==> config.mk <==
export PLATFORM = sky130hd
export DESIGN_NAME = os_tick_timer
export DESIGN_NICKNAME = d
export VERILOG_FILES = /design/src/rtl/os_tick_pkg.sv /design/src/rtl/tick_edge_sync.sv /design/src/rtl/tick_down_core.sv /design/src/rtl/os_tick_timer.sv
export SDC_FILE = /design/constraint.sdc
export NUM_CORES = 1
export LEC_CHECK = 0
export BUFFER_PORTS_ARGS = -buffer_cell sky130_fd_sc_hd__buf_2
export CAP_MARGIN = 20
export CELL_PAD_IN_SITES_DETAIL_PLACEMENT = 1
export CELL_PAD_IN_SITES_GLOBAL_PLACEMENT = 2
export CORE_MARGIN = 2
export CORE_UTILIZATION = 36
export CTS_CLUSTER_DIAMETER = 60
export DETAILED_ROUTE_END_ITERATION = 8
export GPL_TIMING_DRIVEN = 0
export PLACE_DENSITY_LB_ADDON = 0.1
export SLEW_MARGIN = 20
export SYNTH_ARGS = -nofsm -noshare
export SYNTH_HDL_FRONTEND = slang
export SYNTH_HIERARCHICAL = 1
export SYNTH_SLANG_ARGS = --single-unit
==> constraint.sdc <==
create_clock -name clk -period 6.3 [get_ports clk]
set_input_delay 0.945 -clock clk [delete_from_list [all_inputs] [get_ports clk]]
set_output_delay 0.945 -clock clk [all_outputs]
set_load 0.03 [all_outputs]
==> src/rtl/os_tick_pkg.sv <==
package os_tick_pkg;

   localparam int BUS_W = 32;

   typedef enum logic [1:0] {
      IDX_CTRL    = 2'd0,
      IDX_RELOAD  = 2'd1,
      IDX_CURRENT = 2'd2,
      IDX_CALIB   = 2'd3
   } reg_idx_e;

   // control/status bit positions
   localparam int CB_RUN   = 0;
   localparam int CB_IRQEN = 1;
   localparam int CB_CORE  = 2;
   localparam int CB_FLAG  = 16;
   // calibration bit positions
   localparam int KB_NOREF   = 31;
   localparam int KB_INEXACT = 30;

   typedef struct packed {
      logic core_src;
      logic irq_en;
      logic run;
   } tick_ctrl_t;

endpackage

==> src/rtl/tick_edge_sync.sv <==
module tick_edge_sync #(
   parameter int STAGES = 2
) (
   input  logic clk,
   input  logic rst_n,
   input  logic async_in,
   output logic rise_pulse
);
   logic [STAGES-1:0] chain_q;
   logic              last_q;

   if (STAGES < 2) begin : g_bad_stages
      $error("tick_edge_sync: STAGES must be at least 2");
   end

   for (genvar s = 0; s < STAGES; s++) begin : g_stage
      if (s == 0) begin : g_first
         always_ff @(posedge clk or negedge rst_n)
            if (!rst_n) chain_q[0] <= 1'b0;
            else        chain_q[0] <= async_in;
      end else begin : g_next
         always_ff @(posedge clk or negedge rst_n)
            if (!rst_n) chain_q[s] <= 1'b0;
            else        chain_q[s] <= chain_q[s-1];
      end
   end

   always_ff @(posedge clk or negedge rst_n)
      if (!rst_n) last_q <= 1'b0;
      else        last_q <= chain_q[STAGES-1];

   assign rise_pulse = chain_q[STAGES-1] & ~last_q;


   one_rise_chk: assert property (@(posedge clk) disable iff (!rst_n)
      rise_pulse |=> !rise_pulse);

endmodule

==> src/rtl/tick_down_core.sv <==
module tick_down_core #(
   parameter int CNT_W = 24
) (
   input  logic             clk,
   input  logic             rst_n,
   input  logic             step,
   input  logic             clr,
   input  logic             status_rd,
   input  logic             irq_en,
   input  logic [CNT_W-1:0] reload,
   output logic [CNT_W-1:0] count,
   output logic             flag,
   output logic             irq
);
   localparam logic [CNT_W-1:0] ONE = CNT_W'(1);

   logic zero_evt;

   assign zero_evt = step & ~clr & (count == ONE);

   always_ff @(posedge clk or negedge rst_n) begin
      if (!rst_n)                count <= '0;
      else if (clr)              count <= '0;
      else if (step) begin
         if (count == '0)        count <= reload;
         else                    count <= count - ONE;
      end
   end

   always_ff @(posedge clk or negedge rst_n) begin
      if (!rst_n)                    flag <= 1'b0;
      else if (zero_evt)             flag <= 1'b1;
      else if (status_rd || clr)     flag <= 1'b0;
   end

   always_ff @(posedge clk or negedge rst_n)
      if (!rst_n) irq <= 1'b0;
      else        irq <= zero_evt & irq_en;


   irq_width_chk: assert property (@(posedge clk) disable iff (!rst_n)
      irq |=> !irq);

   irq_with_flag_chk: assert property (@(posedge clk) disable iff (!rst_n)
      irq |-> (flag && count == '0));

   clear_write_chk: assert property (@(posedge clk) disable iff (!rst_n)
      clr |=> (count == '0 && !flag));

   zero_reload_chk: assert property (@(posedge clk) disable iff (!rst_n)
      (reload == '0 && count == '0) |=> (count == '0 && !irq));

   hold_chk: assert property (@(posedge clk) disable iff (!rst_n)
      (!step && !clr) |=> $stable(count));

endmodule

==> src/rtl/os_tick_timer.sv <==
module os_tick_timer
   import os_tick_pkg::*;
#(
   parameter int CNT_W       = 24,
   parameter int SYNC_STAGES = 2
) (
   input  logic             clk,
   input  logic             rst_n,
   input  logic             bus_sel,
   input  logic             bus_wr,
   input  logic [1:0]       bus_idx,
   input  logic [31:0]      bus_wdata,
   output logic [31:0]      bus_rdata,
   input  logic             ref_tick_in,
   input  logic             cal_noref_in,
   input  logic             cal_inexact_in,
   input  logic [CNT_W-1:0] cal_count_in,
   output logic             tick_irq
);
   localparam int PAD_CNT = BUS_W - CNT_W;
   localparam int PAD_CAL = BUS_W - 2 - CNT_W;

   if (CNT_W < 2 || CNT_W > 30) begin : g_bad_width
      $error("os_tick_timer: CNT_W must lie in 2..30");
   end

   tick_ctrl_t       ctrl_q;
   logic [CNT_W-1:0] reload_q;
   logic [CNT_W-1:0] count;
   logic             flag;
   logic             ref_rise;
   logic             step;
   logic             wr_ctrl, wr_reload, wr_current, rd_status;

   assign wr_ctrl    = bus_sel &  bus_wr & (bus_idx == IDX_CTRL);
   assign wr_reload  = bus_sel &  bus_wr & (bus_idx == IDX_RELOAD);
   assign wr_current = bus_sel &  bus_wr & (bus_idx == IDX_CURRENT);
   assign rd_status  = bus_sel & ~bus_wr & (bus_idx == IDX_CTRL);

   always_ff @(posedge clk or negedge rst_n) begin
      if (!rst_n) begin
         ctrl_q   <= '0;
         reload_q <= '0;
      end else begin
         if (wr_ctrl) begin
            ctrl_q.run      <= bus_wdata[CB_RUN];
            ctrl_q.irq_en   <= bus_wdata[CB_IRQEN];
            ctrl_q.core_src <= bus_wdata[CB_CORE];
         end
         if (wr_reload) reload_q <= bus_wdata[CNT_W-1:0];
      end
   end

   tick_edge_sync #(.STAGES(SYNC_STAGES)) ref_sync_i (
      .clk        (clk),
      .rst_n      (rst_n),
      .async_in   (ref_tick_in),
      .rise_pulse (ref_rise)
   );

   assign step = ctrl_q.run & (ctrl_q.core_src | ref_rise);

   tick_down_core #(.CNT_W(CNT_W)) core_i (
      .clk       (clk),
      .rst_n     (rst_n),
      .step      (step),
      .clr       (wr_current),
      .status_rd (rd_status),
      .irq_en    (ctrl_q.irq_en),
      .reload    (reload_q),
      .count     (count),
      .flag      (flag),
      .irq       (tick_irq)
   );

   always_comb begin
      bus_rdata = '0;
      unique case (bus_idx)
         IDX_CTRL: begin
            bus_rdata[CB_FLAG]  = flag;
            bus_rdata[CB_CORE]  = ctrl_q.core_src;
            bus_rdata[CB_IRQEN] = ctrl_q.irq_en;
            bus_rdata[CB_RUN]   = ctrl_q.run;
         end
         IDX_RELOAD:  bus_rdata = {{PAD_CNT{1'b0}}, reload_q};
         IDX_CURRENT: bus_rdata = {{PAD_CNT{1'b0}}, count};
         IDX_CALIB:   bus_rdata = {cal_noref_in, cal_inexact_in,
                                   {PAD_CAL{1'b0}}, cal_count_in};
         default:     bus_rdata = '0;
      endcase
   end


   irq_needs_enable_chk: assert property (@(posedge clk) disable iff (!rst_n)
      tick_irq |-> $past(ctrl_q.irq_en));

   stopped_hold_chk: assert property (@(posedge clk) disable iff (!rst_n)
      (!ctrl_q.run && !wr_current) |=> $stable(count));

   ref_source_chk: assert property (@(posedge clk) disable iff (!rst_n)
      (ctrl_q.run && !ctrl_q.core_src && !ref_rise && !wr_current) |=> $stable(count));

endmodule

Yosys cells after proc, flatten, opt, wreduce, memory -nomap -nowiden
Index checks and enable logic that the tools add are counted.
{ "op_classes": {"add_sub_neg": 1, "eq_ne": 4, "n_mux": 9, "bitwise": 15, "reduce_logical": 5} }
{ "ops": {"columns": ["operator", "count"], "rows": [
  ["$mux W24", 3],
  ["$pmux W15 S3", 1],
  ["$pmux W13 S3", 1],
  ["$eq A24 B1 Y1 const B", 1],
  ["$logic_not A24 Y1", 1],
  ["$sub A24 B1 Y24 const B", 1],
  ["$pmux W3 S4", 1],
  ["$and A1 B1 Y1", 11],
  ["$eq A2 B2 Y1 const B", 2],
  ["$pmux W1 S4", 1],
  ["$reduce_bool A2 Y1", 2],
  ["$not A1 Y1", 3],
  ["$eq A2 B1 Y1 const B", 1],
  ["$logic_not A2 Y1", 1],
  ["$mux W1", 2],
  ["$logic_or A1 B1 Y1", 1],
  ["$or A1 B1 Y1", 1]
]} }
{ "totals": {"reg_bits": 56, "in_bits": 65, "out_inout_bits": 33, "word_cells": 44} }

Logic depth before layout (Yosys ltp)
{ "depth": {"ltp_word": 7, "ltp_mapped": 8, "mapped_depth_nobuf": 7} }

Hierarchy
Netlist, hierarchy kept.
{ "modules_own_cells": {"columns": ["mod", "instances", "cells_each", "area_per_inst_um2", "seq_area_each_um2"], "rows": [
  ["tick_down_core", 1, 228, 1863.0, 650.6],
  ["os_tick_timer", 1, 123, 1779.2, 675.6],
  ["tick_edge_sync", 1, 4, 88.8, 75.1]
]} }

Worst setup path before layout
No wires, ideal clock.
{ "synth_timing": {"path_kind": "input -> output", "startpoint": "in bus_idx[1]", "endpoint": "out bus_rdata[22]", "arrival_time_ps": 1770, "path_slack_ps": 3585, "path_stages": 4, "path_buffers": 2, "cell_sequence": "buf_6 buf_6 mux2_4 a22o_1"} }
{ "synth_via": {"elab_chain_cells": 2, "word_cells_on_any_way": 4, "classes_between": "3 x eq/ne; 1 x mux"} }
{ "synth_rtl": {"columns": ["item", "line_no", "text"], "rows": [
  ["start, declared", "os_tick_timer.sv:11", "input logic [1:0] bus_idx,"],
  ["$eq A2 B2 Y1 / $eq A2 B1 Y1 (equally long branches)", "os_tick_timer.sv:78", "unique case (bus_idx)"],
  ["$pmux W15 S3 *", "os_tick_timer.sv:78", null],
  ["end, declared", "os_tick_timer.sv:13", "output logic [31:0] bus_rdata,"]
]} }
Every way passes the cells marked *; elsewhere a longest branch is shown, timed or not.

Final worst setup path
{ "layout_timing": {"startpoint": "in bus_idx[1]", "endpoint": "out bus_rdata[21]"} }
The elaborated chain is that of the path after synthesis.

==> results summary <==
The cell area power density came out at 290 mW/mm². The per-cell routed wire length is a little over 20 µm. The post-synth design cell area came out at between 0.003 and 0.004 mm².

The number of flops mapped to enable cells by yosys is 0. Traced cell by cell, the critical path runs through buf_2, buf_2, mux2_2, a22o_1, buf_2. The iteration count of the initial detailed-routing pass is 4. The maximum number of pins on one net before global-route repair came out at 57.

The required time reported for the critical path endpoint is 5.35 ns. The delay of the slowest cell on the worst path is 0.38 ns. At the pin with the least slew margin, the transition time is 0.943 ns.

The clock sink total came out at 56. Yosys attributes the largest share of cell area to sky130_fd_sc_hd__dfrtp_1 (38%), sky130_fd_sc_hd__mux2_4 (10%), sky130_fd_sc_hd__mux2_2 (6.3%). In this run the cell area measured after placement is 0.00434 mm².

The starting density of the core is 0.366. Counting the buffers created by CTS gives 5. Pin placement for this block handled 98 I/O pins. The iteration-0 DRC count of the detailed router came out at 123. The data arrival at the endpoint of the critical path is 2.11 ns. The average cell area after synthesis came out at 10.5 µm². Internal power comes to 0.746 mW.

Max-cap violations in this run came to 0. The residual overflow from global routing came out at 0. The final routed DRC violation total came out at 0.

The cell with the most instances after synthesis is sky130_fd_sc_hd__dfrtp_1. The fraction of final layout cells sized beyond drive strength 1 is 0.386. The Yosys step of the flow raised 6 warnings. STA classifies the critical path startpoint as a primary input.

The average via count per standard cell came out at 5.71. The sequential power share is 0.408. The final-layout setup total negative slack is 0 ns. The setup path with the least slack is of type in2out. The worst supply voltage drop on vdd came out at 106 µV. During placement, the flow inserted port buffers numbering 83. The first global-routing pass estimated 19100 µm of wire. The final setup violation count is 0. The flip-flop and latch count after synthesis is 56.

Of the post-synthesis cell area, the dominant cell type holds 0.376. The flow ran to the end, and the final reports show no timing, DRC or antenna violations. The largest total area in the synthesized netlist belongs to sky130_fd_sc_hd__dfrtp_1.

The HPWL after detailed placement is between 8000 and 9000 µm. The kind of capture point of the worst setup path is an output port. The via count of the first global-routing pass is 3513. By count the netlist is led by sky130_fd_sc_hd__dfrtp_1 (56), sky130_fd_sc_hd__mux2_4 (26), sky130_fd_sc_hd__mux2_2 (21). The chip height came out at roughly 110 µm. Of the available clock period, the critical path in the final layout requires 0.484. Synthesis produced a netlist whose cell count is approximately 360.

For the worst-skew pair, the clock arrives at the later sink with an insertion delay of 0.31 ns. The root cell of the clock tree is sky130_fd_sc_hd__clkbuf_8. The total detailed-routing wirelength came out at approximately 12000 µm.

The synthesis-to-finish area growth came out at 18.7%. The core area came out at 0.0102 mm². Routability-driven placement finished with a final weighted congestion of 0.862.

The count of nets left with antenna violations once routing finished came out at 0. The post-route clock skew came out at 0.00979 ns. The final route contains 3352 vias.

The number of hold violations in the final report is 0. After clock tree synthesis, the clock-pin slew on the worst setup and hold paths is ~0.090 ns. Among all flip-flop cells after synthesis, the most frequent one is sky130_fd_sc_hd__dfrtp_1. The clock power share is 0.164. The maximum count of clock buffers along a single path is 2. The relative contribution of combinational cells to total power came out at 0.428. Once the clock tree was built, the resizer swapped 0 gates to a different size. The cell with the biggest individual delay on the critical path is sky130_fd_sc_hd__mux2_2. Row generation in the floorplan step produced 37 rows.

The type of the most critical hold path is reg2reg. The achievable frequency is 328 MHz. The leakage power total is 2.04 nW.

The net switching fraction of the power came out at 0.419. The initial antenna violation count is 0. The final critical-path required period is 3.05 ns. The largest driver fanout on the critical path is 10. The diode insertion count for antenna repair is 0. The number of buffers and inverters on the critical path is 3. At the end of the flow, the number of nets in the layout was 518.

The worst pin sits at a relative slew slack of 0.370. The post-synthesis cell type count came out at 65. The quantity of hold-fixing buffers added after cts came out at 0. Broken down by cell family, the worst path's largest delay share belongs to buffers and inverters. The global routing usage summed across all routing layers came out at 0.220. The number of max-slew violations in the final report is 0. Buffers added to address setup during post-CTS repair amount to 0.

The layout has ~1200 filler cells. The sequential share of the synthesized area came out at 0.376. The floorplan step defined a die boundary enclosing 0.0112 mm². TritonCTS built the clock tree. Setup repair after global routing left no endpoint under its margin.

The width of the die is 106 µm. The H-tree was split into 2 levels. The most numerous cell on the critical path is sky130_fd_sc_hd__buf_2. The fraction of synthesis flops using an asynchronous set or reset pin is 1.00.

The switching power total came out at 0.538 mW. The area of all placed cells without fillers came out at 0.00443 mm².
## power by group through the flow
stage | registers [mW] | logic, mW | clock network, mW
4_1_cts | 0.523 | 0.549 | 0.218
5_1_grt | 0.536 | 0.596 | 0.234
3_5_place_dp | 0.530 | 0.545 | 0
2_1_floorplan | 0.496 | 0.401 | 0
6_report | 0.523 | 0.550 | 0.210
3_3_place_gp | 0.528 | 0.534 | 0
## registers in the layout, indices dropped and copies added, names as in the netlist
| signal | flops |
|---|---|
| core_i/count | 24 |
| core_i/flag | 1 |
| core_i/irq | 1 |
| ctrl_q | 3 |
| ref_sync_i/chain_q | 2 |
| ref_sync_i/last_q | 1 |
| reload_q | 24 |
## layout by cell type (no fill, tap or decap), types with 5 or more instances in the layout
| cell | count |
|---|---|
| sky130_fd_sc_hd__a21oi_1 | 17 |
| sky130_fd_sc_hd__a22o_1 | 20 |
| sky130_fd_sc_hd__nor3_1 | 9 |
| sky130_fd_sc_hd__mux2_2 | 21 |
| sky130_fd_sc_hd__nand4_1 | 7 |
| sky130_fd_sc_hd__buf_4 | 7 |
| sky130_fd_sc_hd__o21ai_1 | 7 |
| sky130_fd_sc_hd__buf_2 | 90 |
| sky130_fd_sc_hd__nand3_1 | 12 |
| sky130_fd_sc_hd__o21ai_0 | 14 |
| sky130_fd_sc_hd__mux2_4 | 26 |
| sky130_fd_sc_hd__clkbuf_1 | 10 |
| sky130_fd_sc_hd__buf_6 | 5 |
| sky130_fd_sc_hd__nor2_1 | 20 |
| sky130_fd_sc_hd__nand2_1 | 17 |
| sky130_fd_sc_hd__conb_1 | 6 |
| sky130_fd_sc_hd__a211oi_1 | 9 |
| sky130_fd_sc_hd__inv_1 | 9 |
| sky130_fd_sc_hd__and3_1 | 8 |
| sky130_fd_sc_hd__dfrtp_1 | 56 |
| sky130_fd_sc_hd__clkbuf_8 | 6 |
## stage by stage
stage	cells	utilization	hold WS, ns	power, mW	worst slack [ns]
2_1_floorplan	360	-	0.331	0.897	3.59
3_3_place_gp	579	0.426	0.338	1.06	3.25
3_5_place_dp	579	0.426	0.344	1.08	3.24
4_1_cts	587	0.435	0.368	1.29	3.23
5_1_grt	587	0.435	0.379	1.36	3.15
6_report	587	0.435	0.363	1.28	3.25
## routing by layer
| layer | share of wire | wire, µm | track usage |
|---|---|---|---|
| met5 | 0 | 0 | 0 |
| met3 | 0.037 | 451 | 0.0278 |
| met1 | 0.47 | 5660 | 0.300 |
| met4 | 0.018 | 224 | 0.0583 |
| met2 | 0.48 | 5820 | 0.368 |
## final timing paths
check / from / cells past startpoint / slack, ns / endpoint
hold / removal: ref_sync_i/chain_q[0] / 0 / 0.36 / ref_sync_i/chain_q[1]
max in group asynchronous: rst_n / 1 / 5.11 / core_i/count[7]
setup reg to reg: core_i/count[1] / 8 / 3.49 / core_i/count[21]
hold reg to reg: ref_sync_i/chain_q[0] / 0 / 0.36 / ref_sync_i/chain_q[1]
min in group asynchronous: rst_n / 1 / 0.70 / reload_q[4]
setup / recovery: bus_idx[1] / 5 / 3.25 / bus_rdata[21]
## layout make-up
| type | count | area, µm² | share of cell area |
|---|---|---|---|
| buffer | 28 | 175 | 0.0396 |
| clock buffer | 8 | 90.1 | 0.0203 |
| inverter | 10 | 37.5 | 0.00848 |
| multi-input combinational | 266 | 2140 | 0.482 |
| sequential | 56 | 1400 | 0.316 |
| tap | 136 | 170 | 0.0384 |
| timing repair buffer | 83 | 418 | 0.0944 |
## cell families after synthesis
logic type,synth area share
compound gates,0.172
fa+ha+maj,0.0101
buf+inv,0.0570
flops,0.376
mux,0.195
other cells,0.00101
simple gates,0.190
## worst register-to-register path: stages, from the launching register on
cell                        delay [ns]
sky130_fd_sc_hd__dfrtp_1          0.46
sky130_fd_sc_hd__inv_1            0.13
sky130_fd_sc_hd__ha_1             0.20
sky130_fd_sc_hd__nor4b_1          0.47
sky130_fd_sc_hd__and4_1           0.37
sky130_fd_sc_hd__clkbuf_1         0.49
sky130_fd_sc_hd__nand2_1          0.25
sky130_fd_sc_hd__o2bb2ai_1        0.23
sky130_fd_sc_hd__a221oi_2         0.08
No activity file was read; power rests on OpenSTA's default activity.
